==> src/rtl/ptr_agu_pkg.sv <==
package ptr_agu_pkg;

    typedef enum logic [2:0] {
        AM_DATA_PLAIN   = 3'd0,
        AM_DATA_PREDEC  = 3'd1,
        AM_DATA_DISP    = 3'd2,
        AM_PROG_PLAIN   = 3'd3,
        AM_PROG_POSTINC = 3'd4,
        AM_PROG_EXT     = 3'd5,
        AM_PROG_EXTINC  = 3'd6,
        AM_RESERVED     = 3'd7
    } agu_mode_e;

    typedef enum logic {
        SPACE_DATA = 1'b0,
        SPACE_PROG = 1'b1
    } mem_space_e;

endpackage

==> src/rtl/ptr_agu_calc.sv <==
module ptr_agu_calc
    import ptr_agu_pkg::*;
#(
    parameter int PTR_W  = 16,
    parameter int DISP_W = 6,
    parameter int EXT_W  = 8,
    localparam int ADDR_W = PTR_W + EXT_W
) (
    input  agu_mode_e         mode,
    input  logic [PTR_W-1:0]  ptr,
    input  logic [DISP_W-1:0] disp,
    input  logic [EXT_W-1:0]  ext,
    output logic              valid,
    output mem_space_e        space,
    output logic [ADDR_W-1:0] ea,
    output logic              ptr_upd,
    output logic              ext_upd,
    output logic [PTR_W-1:0]  ptr_nxt,
    output logic [EXT_W-1:0]  ext_nxt
);

    logic [PTR_W-1:0]  ptr_dec;
    logic [PTR_W-1:0]  ptr_inc;
    logic [PTR_W-1:0]  ptr_disp;
    logic [ADDR_W-1:0] wide_inc;

    always_comb begin
        ptr_dec  = ptr - PTR_W'(1);
        ptr_inc  = ptr + PTR_W'(1);
        ptr_disp = ptr + PTR_W'(disp);
        wide_inc = {ext, ptr} + ADDR_W'(1);

        valid   = 1'b1;
        space   = SPACE_DATA;
        ea      = ADDR_W'(ptr);
        ptr_upd = 1'b0;
        ext_upd = 1'b0;
        ptr_nxt = ptr;
        ext_nxt = ext;

        unique case (mode)
            AM_DATA_PLAIN: ;
            AM_DATA_PREDEC: begin
                ea      = ADDR_W'(ptr_dec);
                ptr_upd = 1'b1;
                ptr_nxt = ptr_dec;
            end
            AM_DATA_DISP: begin
                ea = ADDR_W'(ptr_disp);
            end
            AM_PROG_PLAIN: begin
                space = SPACE_PROG;
            end
            AM_PROG_POSTINC: begin
                space   = SPACE_PROG;
                ptr_upd = 1'b1;
                ptr_nxt = ptr_inc;
            end
            AM_PROG_EXT: begin
                space = SPACE_PROG;
                ea    = {ext, ptr};
            end
            AM_PROG_EXTINC: begin
                space   = SPACE_PROG;
                ea      = {ext, ptr};
                ptr_upd = 1'b1;
                ext_upd = 1'b1;
                ptr_nxt = wide_inc[PTR_W-1:0];
                ext_nxt = wide_inc[ADDR_W-1:PTR_W];
            end
            default: begin
                valid = 1'b0;
            end
        endcase
    end

endmodule

==> src/rtl/ptr_agu_timer.sv <==
module ptr_agu_timer #(
    parameter int MAX_LAT = 3,
    localparam int CW = $clog2(MAX_LAT + 1)
) (
    input  logic          clk,
    input  logic          rst_n,
    input  logic          load,
    input  logic [CW-1:0] lat,
    output logic          busy,
    output logic          last
);

    typedef struct packed {
        logic          busy;
        logic [CW-1:0] rem;
    } tmr_t;

    tmr_t tmr_d, tmr_q;

    always_comb begin
        tmr_d = tmr_q;
        if (load) begin
            tmr_d.busy = 1'b1;
            tmr_d.rem  = lat - CW'(1);
        end else if (tmr_q.busy) begin
            if (tmr_q.rem == '0) begin
                tmr_d.busy = 1'b0;
            end else begin
                tmr_d.rem = tmr_q.rem - CW'(1);
            end
        end
    end

    always_ff @(posedge clk or negedge rst_n) begin
        if (!rst_n) begin
            tmr_q <= '0;
        end else begin
            tmr_q <= tmr_d;
        end
    end

    assign busy = tmr_q.busy;
    assign last = tmr_q.busy && (tmr_q.rem == '0);

    // remaining count never exceeds the longest latency
    p_rem_range_r8: assert property (@(posedge clk) disable iff (!rst_n)
        tmr_q.rem <= CW'(MAX_LAT - 1));

    // a final cycle ends the operation unless a new one is loaded
    p_last_ends_r8: assert property (@(posedge clk) disable iff (!rst_n)
        (last && !load) |=> !busy);

endmodule

==> src/rtl/ptr_agu.sv <==
module ptr_agu
    import ptr_agu_pkg::*;
#(
    parameter int PTR_W    = 16,
    parameter int DISP_W   = 6,
    parameter int EXT_W    = 8,
    parameter int DATA_LAT = 2,
    parameter int PROG_LAT = 3,
    localparam int ADDR_W  = PTR_W + EXT_W,
    localparam int MAX_LAT = (DATA_LAT > PROG_LAT) ? DATA_LAT : PROG_LAT,
    localparam int CW      = $clog2(MAX_LAT + 1)
) (
    input  logic              clk,
    input  logic              rst_n,
    input  logic              start_i,
    input  logic [2:0]        mode_i,
    input  logic [PTR_W-1:0]  ptr_i,
    input  logic [DISP_W-1:0] disp_i,
    input  logic [EXT_W-1:0]  ext_i,
    output logic [ADDR_W-1:0] addr_o,
    output logic              space_o,
    output logic              busy_o,
    output logic              done_o,
    output logic [PTR_W-1:0]  ptr_wdata_o,
    output logic              ptr_we_o,
    output logic [EXT_W-1:0]  ext_wdata_o,
    output logic              ext_we_o
);

    typedef struct packed {
        logic [ADDR_W-1:0] addr;
        mem_space_e        space;
        logic              ptr_upd;
        logic              ext_upd;
        logic [PTR_W-1:0]  ptr_nxt;
        logic [EXT_W-1:0]  ext_nxt;
    } op_t;

    op_t op_d, op_q;

    logic              c_valid;
    mem_space_e        c_space;
    logic [ADDR_W-1:0] c_ea;
    logic              c_ptr_upd;
    logic              c_ext_upd;
    logic [PTR_W-1:0]  c_ptr_nxt;
    logic [EXT_W-1:0]  c_ext_nxt;
    logic              t_busy;
    logic              t_last;
    logic              accept;
    logic [CW-1:0]     lat_sel;

    ptr_agu_calc #(
        .PTR_W  (PTR_W),
        .DISP_W (DISP_W),
        .EXT_W  (EXT_W)
    ) u_calc (
        .mode    (agu_mode_e'(mode_i)),
        .ptr     (ptr_i),
        .disp    (disp_i),
        .ext     (ext_i),
        .valid   (c_valid),
        .space   (c_space),
        .ea      (c_ea),
        .ptr_upd (c_ptr_upd),
        .ext_upd (c_ext_upd),
        .ptr_nxt (c_ptr_nxt),
        .ext_nxt (c_ext_nxt)
    );

    ptr_agu_timer #(
        .MAX_LAT (MAX_LAT)
    ) u_timer (
        .clk   (clk),
        .rst_n (rst_n),
        .load  (accept),
        .lat   (lat_sel),
        .busy  (t_busy),
        .last  (t_last)
    );

    always_comb begin
        accept  = start_i && c_valid && (!t_busy || t_last);
        lat_sel = (c_space == SPACE_PROG) ? CW'(PROG_LAT) : CW'(DATA_LAT);
        op_d    = op_q;
        if (accept) begin
            op_d.addr    = c_ea;
            op_d.space   = c_space;
            op_d.ptr_upd = c_ptr_upd;
            op_d.ext_upd = c_ext_upd;
            op_d.ptr_nxt = c_ptr_nxt;
            op_d.ext_nxt = c_ext_nxt;
        end
    end

    always_ff @(posedge clk or negedge rst_n) begin
        if (!rst_n) begin
            op_q <= '0;
        end else begin
            op_q <= op_d;
        end
    end

    assign addr_o      = op_q.addr;
    assign space_o     = op_q.space;
    assign busy_o      = t_busy;
    assign done_o      = t_last;
    assign ptr_wdata_o = op_q.ptr_nxt;
    assign ptr_we_o    = t_last && op_q.ptr_upd;
    assign ext_wdata_o = op_q.ext_nxt;
    assign ext_we_o    = t_last && op_q.ext_upd;

    // done is a single-cycle pulse
    p_done_pulse_r8: assert property (@(posedge clk) disable iff (!rst_n)
        done_o |=> !done_o);

    // pointer write-back only in the done cycle
    p_ptr_we_done_r8: assert property (@(posedge clk) disable iff (!rst_n)
        ptr_we_o |-> done_o);

    // extension write-back always comes with a pointer write-back
    p_ext_we_ptr_r7: assert property (@(posedge clk) disable iff (!rst_n)
        ext_we_o |-> ptr_we_o);

    // address held inside an operation
    p_addr_hold_r11: assert property (@(posedge clk) disable iff (!rst_n)
        (busy_o && !done_o) |=> $stable(addr_o));

    // space held inside an operation
    p_space_hold_r11: assert property (@(posedge clk) disable iff (!rst_n)
        (busy_o && !done_o) |=> $stable(space_o));

    // the reserved code never starts an operation from idle
    p_rsvd_idle_r10: assert property (@(posedge clk) disable iff (!rst_n)
        (!busy_o && start_i && mode_i == 3'd7) |=> !busy_o);

endmodule

==> config.mk <==
export PLATFORM = sky130hd
export DESIGN_NAME = ptr_agu
export DESIGN_NICKNAME = d
export VERILOG_FILES = /design/src/rtl/ptr_agu_pkg.sv /design/src/rtl/ptr_agu_calc.sv /design/src/rtl/ptr_agu_timer.sv /design/src/rtl/ptr_agu.sv
export SDC_FILE = /design/constraint.sdc
export NUM_CORES = 1
export LEC_CHECK = 0
export CORE_UTILIZATION = 46
export DETAILED_ROUTE_END_ITERATION = 6
export PLACE_DENSITY = 0.81
export SLEW_MARGIN = 10
export SYNTH_ARGS = -nofsm -noshare
export SYNTH_HDL_FRONTEND = slang
export SYNTH_SLANG_ARGS = --single-unit
==> constraint.sdc <==
create_clock -name clk -period 4.3 [get_ports clk]
set_input_delay 1.075 -clock clk [delete_from_list [all_inputs] [get_ports clk]]
set_output_delay 1.075 -clock clk [all_outputs]
set_load 0.02 [all_outputs]
Yosys cells after proc, flatten, opt, wreduce, memory -nomap -nowiden

Index checks and enable logic that the tools add are counted.

Add/subtract/negate cells: 6
Equality and inequality tests: 7
Muxes and demuxes: 12
Reductions and logical operators: 15

Operators with widths:

| cell                                                                  | count |
|---|---|
| 24-bit case mux with 3 select lines                                   | 1 |
| 16-bit case mux with 3 select lines                                   | 1 |
| 24-bit by 1-bit adder with 24-bit output, second input constant       | 1 |
| 16-bit by 1-bit adder with 16-bit output, second input constant       | 1 |
| 16-bit by 6-bit adder with 16-bit output                              | 1 |
| 16-bit by 1-bit subtractor with 16-bit output, second input constant  | 1 |
| 3-bit equality test, second input constant                            | 3 |
| 8-bit 2-to-1 mux                                                      | 1 |
| 7-bit OR reduction                                                    | 1 |
| 3-bit by 2-bit equality test with 1-bit output, second input constant | 2 |
| 1-bit 2-to-1 mux                                                      | 6 |
| 3-bit 2-to-1 mux                                                      | 2 |
| 1-bit logical AND                                                     | 5 |
| 4-bit OR reduction                                                    | 1 |
| 2-bit by 1-bit subtractor with 2-bit output, second input constant    | 2 |
| 3-bit by 1-bit equality test with 1-bit output, second input constant | 1 |
| 3-bit zero test                                                       | 1 |
| 3-bit OR reduction                                                    | 1 |
| 2-bit zero test                                                       | 1 |
| 2-bit 2-to-1 mux                                                      | 1 |
| 2-bit != test, second input constant                                  | 1 |
| 2-bit AND reduction                                                   | 1 |
| 2-bit nonzero test                                                    | 1 |
| 2-bit OR reduction                                                    | 1 |
| other kinds (2)                                                       | 2 |

Bits in registers: 54
Input port bits: 36
Output and inout bits: 53
Logic and storage cells: 48

Depth between registers and ports, before layout

Depth in word-level cells: 7
Mapped depth: 9
Depth with buffers taken out: 8

Modules after synthesis

Synthesis repeated with hierarchy kept, for this count alone.

Cells, all modules: 452
Area, all modules: 4280.4 um^2

By module, submodules not included:

| module        | times used | cells an instance | area an instance (um^2) |
|---|---|---|---|
| ptr_agu       | 1          | 161               | 2304.7 |
| ptr_agu_calc  | 1          | 274               | 1799.2 |
| ptr_agu_timer | 1          | 17                | 176.4 |

Worst setup path after synthesis

OpenSTA, ideal clock, no wires.

Path type: input-to-reg
From: input ptr_i[1]
To: register op_q, in the netlist ptr_wdata_o[8]
Arrival time: 2728 ps
Slack: 1490 ps
Stages on the path: 9
Buffers on the path: 2
Path through: buf_2 -> inv_1 -> ha_1 -> or3b_2 -> clkbuf_1 -> nor4_1 -> mux2i_1 -> xor2_1 -> o21ai_0

Longest elaborated chain between the ends: 2

RTL lines:

| element                                                                | line               | source |
|---|---|---|
| from (decl)                                                            | ptr_agu.sv:17      | `input logic [PTR_W-1:0] ptr_i,` |
| 24-bit by 1-bit adder with 24-bit output, or another cell as far along | ptr_agu_calc.sv:31 | `wide_inc = {ext, ptr} + ADDR_W'(1);` |
| 16-bit case mux with 3 select lines (*)                                | ptr_agu_calc.sv:41 | `unique case (mode)` |
| to (signal assigned)                                                   | ptr_agu.sv:100     | `op_q <= op_d;` |
| to (decl)                                                              | ptr_agu.sv:39      | `op_t op_d, op_q;` |

Every way passes the cells marked *; elsewhere a longest branch is shown, timed or not.
A chain may end at the register's enable or synchronous reset.

Worst setup path in the final report

From: input ptr_i[0]
To: register op_q, in the netlist addr_o[14]

Longest elaborated chain between the ends: 2

RTL lines:

| element                                                                                                          | line |
|---|---|
| 16-bit by 6-bit adder with 16-bit output / 16-bit by 1-bit subtractor with 16-bit output (equally long branches) | ptr_agu_calc.sv:30, ptr_agu_calc.sv:28 |
| 24-bit case mux with 3 select lines (*)                                                                          | ptr_agu_calc.sv:41 |

Marks and branches as above.

==> results_dict.tcl <==
set metrics [dict create \
    status "completed" \
    drive_gt1_frac 0.0592 \
    finalWorstSetupSlack_ns 0.918 \
    final_nets 624 \
    finalSetupViolations 0 \
    start_kind "primary input" \
    areaGrowthSynthToFinish_pct 16.5 \
    skew_ns 0.00946 \
    setup_tns_ns 0 \
    clk_latency_ns 0.32 \
    die_area_um2 9970 \
    gp_congestion 0.969 \
    grt_pass1_wl_mm 20.3 \
    syn-mean-instance-area_um2 8.00 \
    grt_max_degree 61 \
    vias 4268 \
    grt_util_all_layers 0.256 \
    antenna_found_initial 0 \
    crit_path_end_kind "register" \
    synth_seq_cells 54 \
    crit_required_ns 4.47 \
    first_pass_iters 5 \
    timing.rr.start "u_timer.tmr_q[0]$_DFFE_PN0P_" \
    via_per_inst 6.07 \
    place_ws_ns 0.607 \
    initial_core_util 0.477 \
    synth_cell_type_count 56 \
    synth_edf_count 0 \
    postCtsHoldBufs 0 \
    grt_use_met3 0.0418 \
    worstPathArrival_ns 3.55 \
    clock-sinks 54 \
    fin_crit_ns 3.38 \
    dr.first_iter.drc_count 464 \
    seq_area_frac_synth 0.307 \
    drc_errors 0 \
    gr-max-usage-layer "met2" \
    worstHoldPathType "register to register" \
    vdd_drop_max_v 0.000215 \
    cts_tree "done" \
    wirelength_mm 12.5 \
    p_leak_uw 0.00202 \
    post-route-period-util 0.786 \
    avgRoutedWirePerCell_um 17.8 \
    synthCells 551 \
    relSlewSlack 0.455 \
    worstSetupPathType "primary input to register" \
    worst_pin_slew_ns 0.815 \
    cp_max_fo 11 \
    cts_max_level 2 \
    clkTransAtPathRegs_ns 0.11 \
    die_y_um 99.9 \
    whs_ns 0.481 \
    async_reset_ff_frac 1.00 \
    ant_nets 0 \
    cts_resized 0 \
    num_rows 35 \
    grt_overflow_total 0 \
    coreArea_um2 9240 \
    power_per_cell_area_nw_per_um2 495 \
    cts-root-buf "clkbuf_8" \
    n_antenna_cell 0 \
    max_cap_viol_count 0 \
    grt_pass1_vias 4009 \
    fp.dieW_um 99.9 \
    drv_slew 0 \
    critical_path.startpoint "ptr_i[0]" \
    synth_fp_nets 602 \
    syn_area_um2 4410 \
    grt_use_met2 0.403 \
    grt_util_met1 0.358 \
    timing.fmax_mhz 296 \
    yosysWarnings 0 \
    ys.flop_type "dfrtp_1" \
    hp-start "addr_o[16]$_DFFE_PN0P_" \
    finalHoldViolCount 0 \
    numCtsBuffers 5 \
    io_buffers 88 \
    rsz0062_at_grt "no" \
    post_cts_buffers 0 \
    io_pins 89 \
    cts_buffer_depth 2 \
    hpwl_mm 9.45 \
]
## stage by stage
stage / util / std cells / area (um2) / power [uW]
global route: 0.555 / 703 / 5130 / 2700
detailed placement: 0.543 / 695 / 5010 / 2190
floorplan: - / 551 / 4410 / 1840
finish: 0.555 / 703 / 5130 / 2540
global placement: 0.543 / 695 / 5010 / 2160
CTS: 0.555 / 703 / 5130 / 2550
## final cells by class
type                            instances  area, um2
Fill cell                             857       4110
Multi-Input combinational cell        394       2460
Sequential cell                        54       1350
Timing Repair Buffer                  102        981
Tap cell                              129        161
Clock buffer                            5       68.8
Inverter                               16       60.1
Clock inverter                          3       48.8
## synth_stat cells (4+ instances only)
cell type	number	area share
and4_1	4	0.0080
nor2b_1	4	0.0057
a211oi_1	6	0.010
and3_1	10	0.014
buf_4	50	0.085
o31ai_1	7	0.012
nor3_1	12	0.014
clkbuf_1	22	0.019
a21oi_1	16	0.018
buf_2	15	0.017
xor2_1	8	0.016
o22ai_1	6	0.0085
a31oi_1	11	0.016
ha_1	14	0.040
o21a_1	4	0.0068
o21ai_0	47	0.053
nand2b_1	6	0.0085
inv_1	16	0.014
o211ai_1	8	0.014
and2_1	5	0.0071
nand2_1	65	0.055
a22oi_1	4	0.0068
or3_1	12	0.017
nand3_1	20	0.023
nand4_1	12	0.017
dfrtp_1	54	0.31
mux2i_1	7	0.016
nor2_1	35	0.030
nor4_1	8	0.011
xnor2_1	18	0.036
a221oi_1	4	0.0080
## worst paths after layout
path,to,slack [ns],cells past startpoint
setup / recovery,addr_o[14]$_DFFE_PN0P_,0.92,9
hold / removal,addr_o[16]$_DFFE_PN0P_,0.48,2
setup reg to reg,addr_o[11]$_DFFE_PN0P_,2.13,7
hold reg to reg,addr_o[16]$_DFFE_PN0P_,0.48,2
max in group asynchronous,ptr_wdata_o[10]$_DFFE_PN0P_,2.77,2
min in group asynchronous,addr_o[19]$_DFFE_PN0P_,0.72,1
## logic make-up (layout without fill, tap and decap cells)
logic type      after synthesis  in the layout  share of synthesized area
compound gates              135            135                      0.195
fa+ha+maj                    15             15                     0.0443
buf+inv                     103            126                      0.135
flops                        54             54                      0.307
xor+xnor                     26             26                     0.0517
simple gates                209            209                      0.247
mux                           9              9                     0.0210
## where the power goes
part / switching [uW] / internal [uW] / total [uW]
clock network: 190 / 178 / 368
registers: 132 / 734 / 866
logic: 718 / 588 / 1310
total: 1040 / 1500 / 2540
## layer usage
layer	up-vias	share of wire
met5	-	0
met1	2005	0.43
met3	38	0.084
met2	255	0.45
met4	0	0.029
li1	1970	-
## placed cells by master, fill, tap and decap left out, drive strengths merged, types with 10 or more instances in the layout
cell and count:
nand4 13, or3 12, and3 10, a21oi 16
nand2 65, ha 14, clkdlybuf4s50 87, a31oi 11
inv 17, buf 15, nor3 13, xnor2 18
dfrtp 54, nand3 20, nor2 35, o21ai 49
## critical path, cell delays in order
cell and delay (ns):
clkdlybuf4s50_1 0.74, ha_1 0.26, inv_1 0.07, fa_1 0.40, nor2b_1 0.20, o31ai_1 0.19, a21oi_1 0.26, mux2i_1 0.22
a41oi_1 0.13
## flip-flops by register name, summed over array words and instances, names as in the netlist
name and count:
addr_o 24, ext_wdata_o 8, op_q 2, ptr_wdata_o 16, space_o 1, u_timer.busy 1, u_timer.tmr_q 2
Power figures use the tool's default switching activity.
